`src/rtl/evtcnt_pkg.sv`:
```
package evtcnt_pkg;

  typedef struct packed {
    logic inc;
    logic load;
    logic clrOvf;
  } cntStrobe_t;

  localparam logic [2:0] ADDR_CTRL   = 3'd0;
  localparam logic [2:0] ADDR_CORE   = 3'd1;
  localparam logic [2:0] ADDR_REQ    = 3'd2;
  localparam logic [2:0] ADDR_SRC    = 3'd3;
  localparam logic [2:0] ADDR_PRESET = 3'd4;
  localparam logic [2:0] ADDR_OVF    = 3'd5;

  localparam int SEL_LSB    = 8;
  localparam int SRC_EN_BIT = 8;
  localparam int REQ_W      = 3;
  localparam int SRC_W      = 5;

endpackage

```
`src/rtl/evtcnt_ctrl.sv`:
```
module evtcnt_ctrl
  import evtcnt_pkg::*;
#(
  parameter int NCORES = 4,
  parameter int EVT_W  = 4,
  parameter int DATA_W = 48,
  localparam int CORE_W = $clog2(NCORES)
) (
  input  logic              clk,
  input  logic              rstN,
  input  logic              regWrEn,
  input  logic [2:0]        regAddr,
  input  logic [DATA_W-1:0] regWrData,
  input  logic              evtValid,
  input  logic [EVT_W-1:0]  evtCode,
  input  logic [CORE_W-1:0] evtCore,
  input  logic [REQ_W-1:0]  evtReq,
  input  logic [SRC_W-1:0]  evtSrc,
  output cntStrobe_t        strobe
);

  logic              cntEnable;
  logic [EVT_W-1:0]  evtSel;
  logic [NCORES-1:0] coreMask;
  logic [REQ_W-1:0]  reqFilt;
  logic              srcEn;
  logic [SRC_W-1:0]  srcCode;

  logic wrCtrl, wrCore, wrReq, wrSrc;
  assign wrCtrl = regWrEn && (regAddr == ADDR_CTRL);
  assign wrCore = regWrEn && (regAddr == ADDR_CORE);
  assign wrReq  = regWrEn && (regAddr == ADDR_REQ);
  assign wrSrc  = regWrEn && (regAddr == ADDR_SRC);

  always_ff @(posedge clk or negedge rstN) begin
    if (!rstN) begin
      cntEnable <= 1'b0;
      evtSel    <= '0;
      coreMask  <= '0;
      reqFilt   <= '0;
      srcEn     <= 1'b0;
      srcCode   <= '0;
    end else begin
      if (wrCtrl) begin
        cntEnable <= regWrData[0];
        evtSel    <= regWrData[SEL_LSB +: EVT_W];
      end
      if (wrCore) coreMask <= regWrData[NCORES-1:0];
      if (wrReq)  reqFilt  <= regWrData[REQ_W-1:0];
      if (wrSrc) begin
        srcEn   <= regWrData[SRC_EN_BIT];
        srcCode <= regWrData[SRC_W-1:0];
      end
    end
  end

  logic unusedWrBits;
  assign unusedWrBits = ^regWrData;

  // Core bitmap filter: one match term per core slot.
  logic [NCORES-1:0] coreHit;
  for (genvar gi = 0; gi < NCORES; gi++) begin : g_core
    assign coreHit[gi] = coreMask[gi] && (evtCore == CORE_W'(gi));
  end

  logic corePass, reqPass, srcPass, selHit;
  // Every defined request code has bit 2 set; 000..011 means no filtering.
  assign corePass = (coreMask == '0) || (|coreHit);
  assign reqPass  = !reqFilt[2] || (evtReq == reqFilt);
  assign srcPass  = !srcEn || (evtSrc == srcCode);
  assign selHit   = evtValid && cntEnable && (evtCode == evtSel);

  always_comb begin
    strobe.inc    = selHit && corePass && reqPass && srcPass;
    strobe.load   = regWrEn && (regAddr == ADDR_PRESET);
    strobe.clrOvf = regWrEn && (regAddr == ADDR_OVF) && regWrData[0];
  end

  AST_SEL_MATCH: assert property (@(posedge clk) disable iff (!rstN)
    strobe.inc |-> (evtValid && cntEnable && evtCode == evtSel));
  AST_CORE_MATCH: assert property (@(posedge clk) disable iff (!rstN)
    (strobe.inc && coreMask != '0) |-> coreMask[evtCore]);
  AST_REQ_MATCH: assert property (@(posedge clk) disable iff (!rstN)
    (strobe.inc && reqFilt[2]) |-> (evtReq == reqFilt));
  AST_SRC_MATCH: assert property (@(posedge clk) disable iff (!rstN)
    (strobe.inc && srcEn) |-> (evtSrc == srcCode));
  AST_CFG_REGISTERED: assert property (@(posedge clk) disable iff (!rstN)
    !wrCore |=> $stable(coreMask));

endmodule

```
`src/rtl/evtcnt_datapath.sv`:
```
module evtcnt_datapath
  import evtcnt_pkg::*;
#(
  parameter int CNT_W = 48
) (
  input  logic             clk,
  input  logic             rstN,
  input  cntStrobe_t       strobe,
  input  logic [CNT_W-1:0] loadVal,
  output logic [CNT_W-1:0] count,
  output logic             ovf
);

  localparam logic [CNT_W-1:0] CNT_MAX = {CNT_W{1'b1}};

  logic wrapNow;
  assign wrapNow = strobe.inc && !strobe.load && (count == CNT_MAX);

  always_ff @(posedge clk or negedge rstN) begin
    if (!rstN) begin
      count <= '0;
    end else if (strobe.load) begin
      count <= loadVal;
    end else if (strobe.inc) begin
      count <= count + 1'b1;
    end
  end

  always_ff @(posedge clk or negedge rstN) begin
    if (!rstN) begin
      ovf <= 1'b0;
    end else if (wrapNow) begin
      ovf <= 1'b1;
    end else if (strobe.clrOvf) begin
      ovf <= 1'b0;
    end
  end

  AST_HOLD: assert property (@(posedge clk) disable iff (!rstN)
    (!strobe.inc && !strobe.load) |=> $stable(count));
  AST_STEP: assert property (@(posedge clk) disable iff (!rstN)
    (strobe.inc && !strobe.load && count != CNT_MAX) |=> (count == $past(count) + 1'b1));
  AST_PRESET_LOAD: assert property (@(posedge clk) disable iff (!rstN)
    strobe.load |=> (count == $past(loadVal)));
  AST_WRAP_IRQ: assert property (@(posedge clk) disable iff (!rstN)
    (strobe.inc && !strobe.load && count == CNT_MAX) |=> (ovf && count == '0));
  AST_IRQ_STICKY: assert property (@(posedge clk) disable iff (!rstN)
    (ovf && !strobe.clrOvf) |=> ovf);
  AST_IRQ_CLEAR: assert property (@(posedge clk) disable iff (!rstN)
    (strobe.clrOvf && !(strobe.inc && !strobe.load && count == CNT_MAX)) |=> !ovf);

endmodule

```
`src/rtl/evtcnt_top.sv`:
```
module evtcnt_top
  import evtcnt_pkg::*;
#(
  parameter int NCORES = 4,
  parameter int EVT_W  = 4,
  parameter int CNT_W  = 48
) (
  input  logic                      clk,
  input  logic                      rstN,
  input  logic                      regWrEn,
  input  logic [2:0]                regAddr,
  input  logic [CNT_W-1:0]          regWrData,
  input  logic                      evtValid,
  input  logic [EVT_W-1:0]          evtCode,
  input  logic [$clog2(NCORES)-1:0] evtCore,
  input  logic [2:0]                evtReq,
  input  logic [4:0]                evtSrc,
  output logic [CNT_W-1:0]          countVal,
  output logic                      ovfIrq
);

  cntStrobe_t strobe;

  evtcnt_ctrl #(
    .NCORES(NCORES),
    .EVT_W (EVT_W),
    .DATA_W(CNT_W)
  ) u_ctrl (
    .clk      (clk),
    .rstN     (rstN),
    .regWrEn  (regWrEn),
    .regAddr  (regAddr),
    .regWrData(regWrData),
    .evtValid (evtValid),
    .evtCode  (evtCode),
    .evtCore  (evtCore),
    .evtReq   (evtReq),
    .evtSrc   (evtSrc),
    .strobe   (strobe)
  );

  evtcnt_datapath #(
    .CNT_W(CNT_W)
  ) u_dp (
    .clk    (clk),
    .rstN   (rstN),
    .strobe (strobe),
    .loadVal(regWrData),
    .count  (countVal),
    .ovf    (ovfIrq)
  );

endmodule

```
`config.mk`:
```
export PLATFORM = sky130hd
export DESIGN_NAME = evtcnt_top
export DESIGN_NICKNAME = d
export VERILOG_FILES = /design/src/rtl/evtcnt_pkg.sv /design/src/rtl/evtcnt_ctrl.sv /design/src/rtl/evtcnt_datapath.sv /design/src/rtl/evtcnt_top.sv
export SDC_FILE = /design/constraint.sdc
export NUM_CORES = 1
export LEC_CHECK = 0
export ABC_AREA = 1
export BUFFER_PORTS_ARGS = -buffer_cell sky130_fd_sc_hd__buf_4
export CAP_MARGIN = 5
export CORE_ASPECT_RATIO = 1.1
export CORE_MARGIN = 3
export CORE_UTILIZATION = 40
export DETAILED_ROUTE_END_ITERATION = 10
export PLACE_DENSITY = 0.71
export SLEW_MARGIN = 30
export SYNTH_ARGS = -nofsm -noshare
export SYNTH_HDL_FRONTEND = slang
export SYNTH_HIERARCHICAL = 1
export SYNTH_SLANG_ARGS = --single-unit
```
`constraint.sdc`:
```
create_clock -name clk -period 3.46 [get_ports clk]
set_clock_uncertainty 0.05 [all_clocks]
set_input_delay 0 -clock clk [delete_from_list [all_inputs] [get_ports clk]]
set_output_delay 0 -clock clk [all_outputs]
set_load 0.03 [all_outputs]
```
==> results.toml <==
[yosys]
ys.flop_type = "dfrtp_1"
synth_seq_cells = 67
synth_top_cell_by_area = "dfrtp_1"
yosys-top-cells-count = "nand2_1 (233), nor2_1 (84), inv_1 (71)"
synth_fp_nets = 734
synth.most_common_cell = "nand2_1"
yosysSeqAreaShare_pct = 37.3
synthTopCellsByArea = "dfrtp_1 (37%), nand2_1 (19%), nor2_1 (7.0%)"
syn_area_mm2 = 0.00449
synth_top_area_share_pct = 37.3
ys_warn_count = 6
avgSynthCellArea_um2 = 6.76
synth_cells = 664
synth_edf_count = 0
netlist-cell-type-count = 32
synth-async-reset-ratio_pct = 100

[grt]
grt_pass1_wl_mm = 23.7
antenna_found_initial = 0
grt_overflow = 0
grt_pass1_vias = 4856
gr-usage-all-layers_pct = 24.0
grt_max_degree = 68

[drt]
drc = 0
drt-total-wl_mm = 15.0
wl_per_cell_um = 15.3
vias = 5042
first_pass_iters = 6
ant_nets = 0
initialDrtViolationCount = 316
routed_via_density = 5.16

[floorplan]
placement_rows = 39
coreArea_mm2 = 0.0107
die_h_um = 117
dieArea_mm2 = 0.0125
initial_core_util_pct = 42.0
dieWidth_um = 107
pin_count = 118

[hold_path]
holdPathStages = 4
worstHoldStart = "regAddr[2]"
hp-class = "in2reg"

[sta]
fmax_ghz = 0.447
hold_viol_final = 0
final_max_slew_viol_count = 0
tightest_slew_ns = 0.842
setup_violations = 0
maxSlewHeadroom_pct = 43.8
post-route-period-util_pct = 64.6
setup_ws_ns = 1.23
period_needed_ns = 2.23
rsz0062_at_grt = "false"
tns_ns = 0

[placement]
post-place-ws_ns = 1.25
dp_cells = 912
hpwlAfterDp_mm = 11.1
gp_congestion = 0.982
io_buffers = 117

[status]
status = "completed"

[clock_tree]
h-tree-depth = 3
cts_setup_buffers = 0
root_buffer = "clkbuf_16"
cts_resized = 0
cts_buffer_depth = 2
cts_sinks = 67
cts_tree = "yes"
worstSkewPairLatency_ns = 0.33
cts.reportedPaths.clkPinSlew_ns = 0.06
cts_buffers = 9
cts_hold_buf = 49

[worst_setup_path]
cp_data_arrival_time_ns = 2.43
r2r_start = "u_ctrl/srcCode[2]"
critical_path_peak_fanout = 41
end_kind = "flip-flop"
r2r_cells = 15
path_class = "reg2reg"
worst_setup_path_start_kind = "flip-flop"
cp.required_ns = 3.65
startpoint = "u_ctrl/srcCode[2]"

[power_and_ir_drop]
powerDensity_mw_per_mm2 = 507
leakagePower_nw = 3.04
total_power_mw = 3.20
ir_drop_mv = 0.237

[run]
maxCapViolCount = 0

[finish]
syn2layout_area_growth_pct = 40.6
nets = 899
drive_gt1_share_pct = 19.8
insertedDiodeCount = 0
fin_cells = 977
[metrics by stage]
| stage | util (%) | instance area, um^2 | hold slack, ns |
|---|---|---|---|
| finish | 59.1 | 6310 | 0.0609 |
| floorplan | - | 4490 | -0.346 |
| global route | 59.1 | 6310 | 0.0815 |
| CTS | 59.1 | 6310 | 0.0446 |
| global placement | 51.6 | 5510 | 0.109 |
| detailed placement | 51.6 | 5510 | 0.110 |
[metal layers]
metal	vias to the layer above	wire length [um]	GRT usage [%]
met2	178	7630	44.6
met4	0	352	7.42
met3	30	862	3.78
li1	2471	-	-
met5	-	0	0
met1	2363	6130	28.7
[critical path, stage by stage, from the launching register on]
cell and delay, ns:
dfrtp_1 0.37, inv_1 0.06, nand2_1 0.07, nand2_1 0.06
nor2_1 0.12, nand3_1 0.10, nand2_1 0.06, inv_1 0.04
nor2_1 0.15, inv_1 0.07, nor2_2 0.07, buf_4 0.38
inv_2 0.17, nor2_1 0.16, nand3_1 0.08, o22ai_1 0.14
[cells in the final DEF (no fill, tap or decap), types with 3 or more instances in the layout]
cell / Yosys / layout
inv_2: 6 / 6
dfrtp_1: 67 / 67
inv_1: 71 / 71
a22oi_1: 39 / 39
nor2_2: 7 / 9
xnor2_1: 10 / 10
dlygate4sd3_1: 0 / 49
o221ai_1: 3 / 3
nand4_1: 17 / 17
xor2_1: 14 / 14
nor2_1: 84 / 81
nor2_4: 4 / 5
a21oi_1: 6 / 6
o21ai_1: 20 / 20
nand2_1: 233 / 233
nand3_1: 42 / 42
o211ai_1: 3 / 3
clkbuf_16: 0 / 9
nand2_2: 4 / 4
buf_4: 0 / 120
o21ai_0: 5 / 5
[layout make-up]
cell class,count,area [um^2]
timing repair buffer,169,1390
multi-input combinational,505,2460
sequential,67,1680
clock buffer,10,239
tap,143,179
clock inverter,6,71.3
fill,979,4380
inverter,77,289
[where the power goes]
group	total, mW	internal [mW]	switching [mW]
sequential	1.19	0.948	0.238
clock	0.950	0.584	0.366
combinational	1.06	0.442	0.619
total	3.20	1.97	1.22
[cell families (layout without fill, tap and decap cells)]
kind of cell    after synthesis  count (layout)  share of synthesized area [%]
compound gates               81              81                           11.9
xor+xnor                     24              24                           4.68
fa+ha+maj                     1               1                          0.279
buf+inv                      92             262                           8.03
flops                        67              67                           37.3
simple gates                399             399                           37.8
[flip-flops by register name (all words and copies together) (netlist names)]
register,count
u_dp/count,48
u_ctrl/reqFilt,3
u_ctrl/coreMask,4
u_ctrl/srcEn,1
u_dp/ovf,1
u_ctrl/evtSel,4
u_ctrl/srcCode,5
u_ctrl/cntEnable,1
[path summary, 6_finish.rpt]
check / to / slack [ns]
min in group asynchronous: u_dp/count[1] / 0.27
worst max-delay path: u_dp/ovf / 1.23
max in group asynchronous: u_dp/count[47] / 2.54
worst min-delay path: u_ctrl/evtSel[0] / 0.06
worst max register to register: u_dp/ovf / 1.23
worst min register to register: u_ctrl/reqFilt[2] / 0.44
Power figures use the tool's default switching activity.
